### src/rtl/cyc_irq_timer_pkg.sv
// Package: shared width constants for the buffered cycle interrupt timer.
// Assumes the low byte is as wide as the write data bus.
package cyc_irq_timer_pkg;
    parameter int unsigned TMR_DATA_W = 8;   // write bus and low-byte width
    parameter int unsigned TMR_HI_W   = 7;   // value bits carried by the high write
endpackage

### src/rtl/cyc_irq_lo_buf.sv
// Module: holds the low byte of the next start value.
// It also produces the effective low byte for a load that happens on the
// same edge as a low write, by bypassing the buffer with the incoming byte.
module cyc_irq_lo_buf #(
    parameter int unsigned W = 8
) (
    input  logic         clk,
    input  logic         rst_n,
    input  logic         wr,
    input  logic [W-1:0] din,
    output logic [W-1:0] buf_q,
    output logic [W-1:0] eff_lo
);
    // capture the low byte on a low write, clear on reset
    always_ff @(posedge clk) begin
        if (!rst_n) begin
            buf_q <= '0;
        end else if (wr) begin
            buf_q <= din;
        end
    end

    // low byte seen by a load on this edge
    always_comb begin
        eff_lo = wr ? din : buf_q;
    end
endmodule

### src/rtl/cyc_irq_down_cnt.sv
// Module: down counter with a run state.
// A load sets the value and the run state and takes priority over a tick.
// While running, each tick decrements the counter. A tick at zero wraps the
// counter, stops the run state and raises a one-cycle expire pulse.
module cyc_irq_down_cnt #(
    parameter int unsigned W = 15
) (
    input  logic         clk,
    input  logic         rst_n,
    input  logic         tick,
    input  logic         load,
    input  logic [W-1:0] load_val,
    input  logic         load_run,
    output logic [W-1:0] count,
    output logic         running,
    output logic         expire
);
    logic step;

    // a counting step happens on an enabled tick not overridden by a load
    always_comb begin
        step   = running && tick && !load;
        expire = step && (count == '0);
    end

    // counter and run state update
    always_ff @(posedge clk) begin
        if (!rst_n) begin
            count   <= '0;
            running <= 1'b0;
        end else if (load) begin
            count   <= load_val;
            running <= load_run;
        end else if (step) begin
            count <= count - 1'b1;
            if (count == '0) begin
                running <= 1'b0;
            end
        end
    end
endmodule

### src/rtl/cyc_irq_flag.sv
// Module: sticky interrupt flag.
// Set by the expire pulse, cleared by an acknowledge. The acknowledge wins
// if both arrive on the same edge; the counter never pulses expire on a load edge.
module cyc_irq_flag (
    input  logic clk,
    input  logic rst_n,
    input  logic set_i,
    input  logic ack_i,
    output logic flag_q
);
    // hold the request until acknowledged or reset
    always_ff @(posedge clk) begin
        if (!rst_n) begin
            flag_q <= 1'b0;
        end else if (ack_i) begin
            flag_q <= 1'b0;
        end else if (set_i) begin
            flag_q <= 1'b1;
        end
    end
endmodule

### src/rtl/cyc_irq_timer.sv
// Module: buffered one-shot CPU-cycle interrupt timer (top).
// A low write fills a buffer. A high write loads {high bits, buffered low},
// sets the run state from the top data bit and clears the interrupt.
// Assumes HI_W < DATA_W, so the run bit sits above the value bits.
module cyc_irq_timer
    import cyc_irq_timer_pkg::*;
#(
    parameter int unsigned DATA_W = TMR_DATA_W,
    parameter int unsigned HI_W   = TMR_HI_W
) (
    input  logic              clk,
    input  logic              rst_n,
    input  logic              cyc_en,
    input  logic              wr_lo,
    input  logic              wr_hi,
    input  logic [DATA_W-1:0] wr_data,
    output logic              irq
);
    localparam int unsigned CNT_W  = DATA_W + HI_W;
    localparam int unsigned RUN_BIT = DATA_W - 1;

    logic [DATA_W-1:0] buf_q;
    logic [DATA_W-1:0] eff_lo;
    logic [CNT_W-1:0]  load_val;
    logic [CNT_W-1:0]  cnt_q;
    logic              en_q;
    logic              expire;

    cyc_irq_lo_buf #(.W(DATA_W)) u_lo_buf (
        .clk    (clk),
        .rst_n  (rst_n),
        .wr     (wr_lo),
        .din    (wr_data),
        .buf_q  (buf_q),
        .eff_lo (eff_lo)
    );

    // assemble the start value from the high field and the low byte
    always_comb begin
        load_val = {wr_data[HI_W-1:0], eff_lo};
    end

    cyc_irq_down_cnt #(.W(CNT_W)) u_cnt (
        .clk      (clk),
        .rst_n    (rst_n),
        .tick     (cyc_en),
        .load     (wr_hi),
        .load_val (load_val),
        .load_run (wr_data[RUN_BIT]),
        .count    (cnt_q),
        .running  (en_q),
        .expire   (expire)
    );

    cyc_irq_flag u_flag (
        .clk    (clk),
        .rst_n  (rst_n),
        .set_i  (expire),
        .ack_i  (wr_hi),
        .flag_q (irq)
    );
endmodule

### config.mk
export PLATFORM = sky130hd
export DESIGN_NAME = cyc_irq_timer
export DESIGN_NICKNAME = d
export VERILOG_FILES = /design/src/rtl/cyc_irq_timer_pkg.sv /design/src/rtl/cyc_irq_lo_buf.sv /design/src/rtl/cyc_irq_down_cnt.sv /design/src/rtl/cyc_irq_flag.sv /design/src/rtl/cyc_irq_timer.sv
export SDC_FILE = /design/constraint.sdc
export NUM_CORES = 1
export LEC_CHECK = 0
export BUFFER_PORTS_ARGS = -buffer_cell sky130_fd_sc_hd__clkbuf_2
export CORE_UTILIZATION = 27
export CTS_BUF_LIST = sky130_fd_sc_hd__clkbuf_8
export DETAILED_ROUTE_END_ITERATION = 10
export PLACE_DENSITY_LB_ADDON = 0.12
export SLEW_MARGIN = 40
export SYNTH_ARGS = -nofsm -noshare
export SYNTH_HDL_FRONTEND = slang
export SYNTH_SLANG_ARGS = --single-unit
### constraint.sdc
create_clock -name clk -period 2.6 [get_ports clk]
set_clock_uncertainty 0.1 [all_clocks]
set_input_delay 0.52 -clock clk [delete_from_list [all_inputs] [get_ports clk]]
set_output_delay 0.52 -clock clk [all_outputs]
set_load 0.05 [all_outputs]
==> results of run 1 <==
-- routing by layer --
metal,global-route usage [%],up-vias,part of all wire (%)
met5,0,-,0
li1,-,484,-
met3,2.00,4,3.3
met1,17.9,410,49
met2,20.0,19,46
met4,5.47,0,1.5
-- Yosys cell counts (2+ instances only) --
cell | n | area share [%]
and3_1 | 2 | 1.1
a21oi_1 | 9 | 3.8
o211a_1 | 4 | 3.4
dfxtp_1 | 25 | 42
xnor2_1 | 5 | 3.7
o21ai_0 | 8 | 3.4
nand4_1 | 3 | 1.6
clkbuf_1 | 6 | 1.9
nor2b_1 | 7 | 3.7
nor4_1 | 2 | 1.1
o311a_1 | 3 | 2.5
xor2_1 | 4 | 3.0
nand2b_1 | 3 | 1.6
nor2_1 | 5 | 1.6
inv_1 | 3 | 0.95
mux2i_1 | 8 | 6.8
nand3_1 | 2 | 0.85
nor3_1 | 2 | 0.85
nand2_1 | 11 | 3.5
-- sequential cells by signal, summed over array words and instances, names as in the netlist --
register / count
u_cnt.count: 15
u_lo_buf.buf_q: 8
u_flag.flag_q: 1
u_cnt.running: 1
-- kinds of logic (layout without fill, tap and decap cells) --
| group | after synthesis | after routing | synth area share, % |
|---|---|---|---|
| AND/OR/NAND/NOR | 44 | 44 | 22.1 |
| buffers and inverters | 10 | 22 | 3.18 |
| AO/OA/AOI/OAI | 30 | 30 | 17.8 |
| multiplexers | 8 | 8 | 6.78 |
| XOR/XNOR | 9 | 9 | 6.67 |
| adder cells (fa/ha/maj) | 1 | 1 | 1.06 |
| flip-flops | 25 | 25 | 42.4 |
-- power by group through the flow --
| stage | logic [mW] | registers (mW) | clock network, mW |
|---|---|---|---|
| after global placement | 0.116 | 0.440 | 0 |
| after global routing | 0.131 | 0.434 | 0.264 |
| final | 0.116 | 0.430 | 0.232 |
| after detailed placement | 0.116 | 0.440 | 0 |
| after floorplan | 0.0873 | 0.434 | 0 |
| after CTS | 0.117 | 0.431 | 0.245 |
-- final cells by class --
| class | count | area (µm²) |
|---|---|---|
| Clock buffer | 3 | 41.3 |
| Sequential cell | 25 | 500 |
| Timing Repair Buffer | 14 | 72.6 |
| Fill cell | 440 | 2740 |
| Clock inverter | 1 | 7.51 |
| Multi-Input combinational cell | 92 | 643 |
| Inverter | 4 | 15.0 |
| Tap cell | 50 | 62.6 |
-- metrics by stage --
stage | util (%) | hold WS [ns] | cell area (µm²) | worst slack (ns) | power [mW]
CTS | 32.9 | 0.395 | 1340 | 0.502 | 0.793
global route | 32.9 | 0.420 | 1340 | 0.433 | 0.829
finish | 32.9 | 0.391 | 1340 | 0.501 | 0.778
global placement | 31.7 | 0.366 | 1290 | 0.554 | 0.556
detailed placement | 31.7 | 0.372 | 1290 | 0.538 | 0.555
floorplan | - | 0.369 | 1180 | 0.603 | 0.521
-- worst paths after layout --
| check | startpoint | end | slack (ns) | cells past startpoint |
|---|---|---|---|---|
| worst max-delay path | u_cnt.count[7] | u_cnt.running | 0.50 | 4 |
| worst min-delay path | u_flag.flag_q | u_flag.flag_q | 0.39 | 1 |
| worst max register to register | u_cnt.count[7] | u_cnt.running | 0.50 | 4 |
| worst min register to register | u_flag.flag_q | u_flag.flag_q | 0.39 | 1 |
==> out/qor.txt, run 1 <==
result of the run -> completed
Cell Count, Final, Fillers Out -> 189
CTS Sinks -> 25
Post-synth ARST share -> 0%
Iteration-0 DRC Markers -> 19
area of the die -> 4640 µm²
Syn Inst Count -> 127
root buffer cell -> clkbuf_8
Ant. Diodes -> 0
yosys warns -> 0
Setup crit end kind -> register
Worst-Margin Slew -> 0.557 ns
NetSw -> 0.206 mW
CP top delay family -> simple AND/OR/NAND/NOR gates
post-CTS sizing -> 0
Static Leak -> 0.571 nW
commonest non-fill, non-tap cell in the layout -> dfxtp_1
WL/cell -> 13.4 µm
critical path data arrival time -> 2.16 ns
Layout area overhead -> 13.7%
Combinational Power Share -> 14.9%
detailed placement HPWL -> 1900 µm
Slowest-stage cell, CP -> or4_1
postcts setup bufs -> 0
Num CTS Buffers -> 3
fin nets -> 154
row cnt -> 23
Slew HR -> 62.6%
core box area -> 4090 µm²
routed wire length -> 2530 µm
die width -> 68.1 µm
Final ANT Viol Nets -> 0
crit share post-route -> 80.7%
most frequent cells in the layout -> dfxtp_1 (25), clkbuf_2 (13), nand2_1 (11)
detailed-route vias per instance -> 4.85
grt total ovfl -> 0
Final setup viols -> 0
effective utilization at floorplan -> 28.9%
clock share of power -> 29.8%
Setup TNS -> 0 ns
TritonRoute pass-1 iters -> 4
sw frac -> 26.5%
worst hold path type -> reg -> reg
#FFs+latches synth -> 25
DRC -> 0
Internal -> 0.572 mW
# IOs -> 14
final critical path time including I/O delays and setup -> 2.10 ns
RSZ-0062 raised after global routing -> false
CP Cell Sequence -> nor4_4 > or3b_4 > or4_1 > a41o_1
Final GP Congestion -> 0.733
Achievable Freq -> 477 MHz
via count of the first global-routing pass -> 925
Vert. Die Dim -> 68.1 µm
Hold-fix buffers, CTS -> 0
biggest cell delay along the critical path -> 0.48 ns
first-pass GRT wire length -> 4440 µm
Via Count -> 917
largest net degree at the start of global routing -> 24
Final Slew Violations -> 0
Sequential Power Share -> 55.3%
Clock Tree Buf Depth -> 2
register area share after synthesis -> 42.4%
GRT Util Overall -> 13.0%
required time of the critical path -> 2.67 ns
clock transition at the registers of the reported paths -> 0.09 ns
Avg Cell Area, Syn -> 9.30 µm²
share of layout cells above drive strength 1 -> 15.8%
# port buffers -> 13
CTS tree -> built
Max VDD drop -> 0.000252 V
WP buf/inv -> 0
Mapped Area -> 1180 µm²
clock latency on the worst-skew pair -> 0.27 ns
initial antenna violation count -> 0
Placed Cells incl. Taps -> 185
Max-Cap Viols -> 0
number of synthesized flops with an enable pin -> 0
Cell Pwr Density -> 579 nW/µm²
Synth Net Count -> 141
Final Hold Vio Count -> 0
CTS H-tree depth -> 1
highest net fanout along the worst path -> 5
library cells used by synthesis -> 34
critical path startpoint category -> register
Main synth FF type -> dfxtp_1
CP Class -> reg -> reg
Note: power is estimated with default switching activity, not from simulation.
==> inputs of run 2 (changes only) <==
==> constraint.sdc (replaced) <==
create_clock -name clk -period 1.7 [get_ports clk]
set_clock_uncertainty 0.1 [all_clocks]
set_input_delay 0.34 -clock clk [delete_from_list [all_inputs] [get_ports clk]]
set_output_delay 0.34 -clock clk [all_outputs]
set_load 0.05 [all_outputs]
==> out/qor.txt, run 2 (synthesis results as in run 1) <==
result of the run -> finished, violations left
failing checks -> negative setup slack
effective utilization at floorplan -> 28.9% (unchanged)
Slowest-stage cell, CP -> or3b_4
critical path data arrival time -> 1.95 ns (-0.21 ns)
Max-Cap Viols -> 0 (unchanged)
root buffer cell -> clkbuf_8
Slew HR -> 73.6% (+11 points)
Setup WS post-layout -> -0.168 ns (-0.670 ns)
initial antenna violation count -> 0 (unchanged)
Worst-Margin Slew -> 0.393 ns (-0.163 ns)
critical path startpoint category -> register
clock latency on the worst-skew pair -> 0.28 ns (about the same)
via count of the first global-routing pass -> 1028 (+11%)
Sequential Power Share -> 51.7% (-3.6 points)
crit share post-route -> 110% (+29 points)
Iteration-0 DRC Markers -> 46 (+27)
Final ANT Viol Nets -> 0 (unchanged)
hold_ws -> 0.272 ns (-0.118 ns)
CP Class -> reg -> reg
Achievable Freq -> 535 MHz (+12%)
Max VDD drop -> 0.000332 V (+32%)
Final Hold Vio Count -> 0 (unchanged)
Via Count -> 1014 (+11%)
CTS H-tree depth -> 1 (unchanged)
Layout area overhead -> 32.3%
DRC -> 0 (unchanged)
CP Cell Sequence -> nor4_4 > or3b_4 > or4_1 > a41o_1
sw frac -> 27.5% (+1.0 points)
area of the die -> 4640 µm² (unchanged)
RSZ-0062 raised after global routing -> true
worst reg2reg path depth -> 4 (unchanged)
FILL cells -> 427 (-3.0%)
Combinational Power Share -> 19.9% (+5.0 points)
detailed placement HPWL -> 2220 µm (+17%)
highest net fanout along the worst path -> 5 (unchanged)
CP endpoint -> u_cnt.running
commonest non-fill, non-tap cell in the layout -> dfxtp_1
largest net degree at the start of global routing -> 15 (-38%)
die width -> 68.1 µm (unchanged)
clock transition at the registers of the reported paths -> 0.09 ns (about the same)
Num CTS Buffers -> 3 (unchanged)
WP buf/inv -> 0 (unchanged)
clock share of power -> 28.4% (-1.4 points)
Worst Setup SP -> u_cnt.count[8]
largest register by flop count -> u_cnt.count
Final setup viols -> 4 (+4)
Internal -> 0.921 mW (+61%)
Cell Count, Final, Fillers Out -> 210 (+11%)
FF-to-FF Start -> u_cnt.count[8]
biggest cell delay along the critical path -> 0.43 ns (-0.05 ns)
Vert. Die Dim -> 68.1 µm (unchanged)
flop2flop setup slack -> -0.17 ns (-0.67 ns)
# port buffers -> 13 (unchanged)
most frequent cells in the layout -> dfxtp_1 (22), buf_4 (20), clkbuf_2 (13)
worst r2r dst -> u_cnt.running
worst hold path type -> in -> reg
CTS Sinks -> 25 (unchanged)
Clock Tree Buf Depth -> 2 (unchanged)
Final GP Congestion -> 0.770 (+5.1%)
CP top delay family -> simple AND/OR/NAND/NOR gates
fin nets -> 175 (+14%)
core box area -> 4090 µm² (unchanged)
WL/cell -> 13.8 µm (+3.1%)
TritonRoute pass-1 iters -> 4 (unchanged)
CTS tree -> built
NetSw -> 0.349 mW (+70%)
pre-CTS setup slack -> -0.161 ns (-0.699 ns)
Final Slew Violations -> 0 (unchanged)
final critical path time including I/O delays and setup -> 1.87 ns (-0.230 ns)
Ant. Diodes -> 0 (unchanged)
share of layout cells above drive strength 1 -> 31.3% (+15 points)
Static Leak -> 0.697 nW (+22%)
# IOs -> 14 (unchanged)
grt total ovfl -> 0 (unchanged)
max reg flops -> 15 (unchanged)
GRT Util Overall -> 14.2% (+1.2 points)
detailed-route vias per instance -> 4.83 (-0.48%)
Placed Cells incl. Taps -> 205 (+11%)
Setup crit end kind -> register
Cell Pwr Density -> 813 nW/µm² (+40%)
first-pass GRT wire length -> 4750 µm (+7.2%)
WP depth -> 4 (unchanged)
routed wire length -> 2900 µm (+15%)
Regs by FF count -> u_cnt.count x15, u_lo_buf.buf_q x8
required time of the critical path -> 1.78 ns (-0.89 ns)
row cnt -> 23 (unchanged)
==> run 2: cell count changes in the layout (fill, tap and decap cells not counted), moves of 2 or more <==
| cell | previous run | this run |
|---|---|---|
| buf_6 | 0 | 2 |
| buf_4 | 1 | 20 |
| dfxtp_2 | 0 | 2 |
| dfxtp_1 | 25 | 22 |
==> run 2: stage by stage <==
step                      cell area (µm²)  total power, mW  setup TNS [ns]  util [%]
after CTS                            1500             1.26          -0.458      36.7
after global placement               1450            0.902          -0.227      35.5
final                                1560             1.27          -0.422      38.2
after global routing                 1560             1.34          -0.688      38.2
after floorplan                      1190            0.801          -0.244         -
after detailed placement             1450            0.904          -0.399      35.5
==> run 2: final cells by class <==
cell class	count	area [µm²]	area share (%)
Clock buffer	3	41.3	2.64
Clock inverter	1	3.75	0.240
Inverter	4	15.0	0.961
Multi-Input combinational cell	92	696	44.5
Sequential cell	25	507	32.4
Tap cell	50	62.6	4.00
Timing Repair Buffer	35	238	15.2
==> run 2: worst min path at each step <==
stage | startpoint | depth (start not counted) | slack [ns] | end
final | wr_data[4] | 3 | 0.27 | u_cnt.count[12]
after global routing | wr_data[4] | 3 | 0.29 | u_cnt.count[12]
after CTS | wr_data[4] | 3 | 0.27 | u_cnt.count[12]
after detailed placement | u_cnt.count[10] | 2 | 0.37 | u_cnt.count[10]
after global placement | u_flag.flag_q | 1 | 0.37 | u_flag.flag_q
after floorplan | u_cnt.count[10] | 2 | 0.36 | u_cnt.count[10]
==> run 2: timing repair <==
item | in CTS | in global routing
pin swaps | 0 | 3
setup endpoints to repair | 4 | 7
hold buffers | 0 | 0
resized for setup | 0 | 11
buffers inserted | 0 | 1
==> run 2: power by group through the flow <==
| stage | Sequential, mW | Clock (mW) | Combinational [mW] |
|---|---|---|---|
| 6_report | 0.657 | 0.361 | 0.252 |
| 5_1_grt | 0.662 | 0.396 | 0.282 |
| 4_1_cts | 0.653 | 0.371 | 0.239 |
| 3_5_place_dp | 0.667 | 0 | 0.237 |
| 3_3_place_gp | 0.666 | 0 | 0.236 |
| 2_1_floorplan | 0.666 | 0 | 0.135 |
==> run 2: per-layer routing <==
metal  GRT usage (%)  wire length [µm]
met5               0                 0
met4            5.47                31
met3            2.00                48
met2            23.8              1410
met1            18.1              1410
==> run 2: worst reg2reg max path: cells and delay by family, from the launching register on <==
family | cells | cell delay [ns]
flip-flops | 1 | 0.35
AND/OR/NAND/NOR | 3 | 1.13
AO/OA/AOI/OAI | 1 | 0.19
==> inputs of run 3 (changes only) <==
--- a/config.mk
+++ b/config.mk
@@ -6,7 +6,8 @@
 export NUM_CORES = 1
 export LEC_CHECK = 0
 export BUFFER_PORTS_ARGS = -buffer_cell sky130_fd_sc_hd__clkbuf_2
-export CORE_UTILIZATION = 27
+export CORE_MARGIN = 1.5
+export CORE_UTILIZATION = 53
 export CTS_BUF_LIST = sky130_fd_sc_hd__clkbuf_8
 export DETAILED_ROUTE_END_ITERATION = 10
 export PLACE_DENSITY_LB_ADDON = 0.12
==> out/qor.txt, run 3 (synthesis results as in run 1) <==
largest register by flop count -> u_cnt.count
via count of the first global-routing pass -> 1000 (-2.7%)
detailed-route vias per instance -> 5.77 (+20%)
DRC -> 0 (unchanged)
Tot Pwr -> 1.26 mW (-0.91%)
# port buffers -> 13 (unchanged)
CP top delay family -> simple AND/OR/NAND/NOR gates
Placed Cells incl. Taps -> 177 (-14%)
Slew HR -> 72.9% (-0.66 points)
Regs by FF count -> u_cnt.count x15, u_lo_buf.buf_q x8
Iteration-0 DRC Markers -> 32 (-30%)
WP buf/inv -> 0 (unchanged)
TritonRoute pass-1 iters -> 4 (unchanged)
most frequent cells in the layout -> dfxtp_1 (22), buf_4 (19), clkbuf_2 (13)
CP endpoint -> u_cnt.running
Max-Cap Viols -> 0 (unchanged)
Slowest-stage cell, CP -> or3b_4
share of layout cells above drive strength 1 -> 30.6% (-0.68 points)
root buffer cell -> clkbuf_8
critical path data arrival time -> 1.92 ns (-0.03 ns)
detailed placement HPWL -> 1920 µm (-13%)
CP Cell Sequence -> nor4_4 > or3b_4 > or4_1 > a41o_1
Ant. Diodes -> 0 (unchanged)
CTS H-tree depth -> 1 (unchanged)
Hold-fix buffers, CTS -> 0 (unchanged)
Final Slew Violations -> 0 (unchanged)
Final GP Congestion -> 0.858 (+11%)
grt total ovfl -> 0 (unchanged)
CTS tree -> built
routed wire length -> 2840 µm (-2.0%)
core box area -> 2020 µm² (-51%)
worst r2r dst -> u_cnt.running
die width -> 50.2 µm (-26%)
RSZ-0062 raised after global routing -> true
Achievable Freq -> 541 MHz (+1.0%)
GRT Util Overall -> 24.7% (+10 points)
area of the die -> 2520 µm² (-46%)
clock latency on the worst-skew pair -> 0.27 ns (about the same)
Setup TNS -> -0.324 ns (+0.0973 ns)
Setup crit end kind -> register
final critical path time including I/O delays and setup -> 1.85 ns (-0.0189 ns)
biggest cell delay along the critical path -> 0.44 ns (about the same)
required time of the critical path -> 1.77 ns (about the same)
result of the run -> finished, violations left
Static Leak -> 0.679 nW (-2.6%)
Worst Setup SP -> u_cnt.count[10]
CTS Sinks -> 25 (unchanged)
flop2flop setup slack -> -0.15 ns (+0.02 ns)
hold_ws -> 0.258 ns (-0.0143 ns)
pre-CTS setup slack -> -0.136 ns (+0.0249 ns)
Via Count -> 1062 (+4.7%)
initial antenna violation count -> 0 (unchanged)
Final Hold Vio Count -> 0 (unchanged)
effective utilization at floorplan -> 58.4% (+30 points)
highest net fanout along the worst path -> 5 (unchanged)
final non-filler cell area -> 1500 µm² (-4.3%)
critical path startpoint category -> register
FF-to-FF Start -> u_cnt.count[10]
first-pass GRT wire length -> 4650 µm (-2.2%)
Layout area overhead -> 26.6%
fin nets -> 172 (-1.7%)
worst reg2reg path depth -> 4 (unchanged)
crit share post-route -> 109% (-1.1 points)
utilization after layout -> 73.9% (+36 points)
Area after DPL -> 1390 µm² (-4.6%)
commonest non-fill, non-tap cell in the layout -> dfxtp_1
Final ANT Viol Nets -> 0 (unchanged)
failing checks -> negative setup slack
Max VDD drop -> 0.000785 V (+140%)
Cell Pwr Density -> 842 nW/µm² (+3.6%)
Cell Count, Final, Fillers Out -> 184 (-12%)
row cnt -> 16 (-30%)
WP depth -> 4 (unchanged)
Setup WS post-layout -> -0.149 ns (+0.0189 ns)
worst hold path type -> in -> reg
Num CTS Buffers -> 3 (unchanged)
Clock Tree Buf Depth -> 2 (unchanged)
Final setup viols -> 3 (-1)
clock transition at the registers of the reported paths -> 0.08 ns (about the same)
WL/cell -> 15.4 µm (+12%)
largest net degree at the start of global routing -> 24 (+9)
CP Class -> reg -> reg
Worst-Margin Slew -> 0.407 ns (+0.0135 ns)
max reg flops -> 15 (unchanged)
Vert. Die Dim -> 50.2 µm (-26%)
# IOs -> 14 (unchanged)
-- run 3: routing by layer --
metal / vias up / track usage [%] / part of all wire [%]
li1: 517 / - / -
met1: 507 / 33.4 / 44
met2: 33 / 39.7 / 48
met3: 5 / 3.57 / 5.7
met4: 0 / 9.26 / 1.5
met5: - / 0 / 0
-- run 3: worst reg2reg max path: stages (launching register included) --
cell,delay [ns]
dfxtp_2,0.34
nor4_4,0.28
or3b_4,0.45
or4_1,0.40
a41o_1,0.18
-- run 3: final cells by class --
| cell class | count | area (µm²) |
|---|---|---|
| clock buffers | 3 | 41.3 |
| clock inverters | 1 | 3.75 |
| inverters | 4 | 15.0 |
| repair buffers | 32 | 208 |
| fillers | 155 | 527 |
| flip-flops and latches | 25 | 504 |
| well taps | 27 | 33.8 |
| multi-input cells | 92 | 689 |
-- run 3: where the power goes --
group	internal, mW	switching, mW	total (mW)
logic	0.134	0.120	0.254
registers	0.626	0.0319	0.657
clock network	0.162	0.185	0.347
-- run 3: worst min path at each step --
stage	startpoint	endpoint	slack [ns]	cells after the start
after floorplan	u_cnt.count[10]	u_cnt.count[10]	0.36	2
after global placement	u_cnt.count[10]	u_cnt.count[10]	0.37	2
after detailed placement	u_flag.flag_q	u_flag.flag_q	0.38	1
after CTS	wr_data[4]	u_cnt.count[12]	0.26	3
after global routing	wr_data[1]	u_cnt.count[9]	0.28	3
final	wr_data[1]	u_cnt.count[9]	0.26	3
-- run 3: timing repair --
action / in CTS / in global routing
setup endpoints to repair: 5 / 7
setup buffers: 2 / 1
pin swaps: 1 / 1
gates resized for setup: 3 / 5
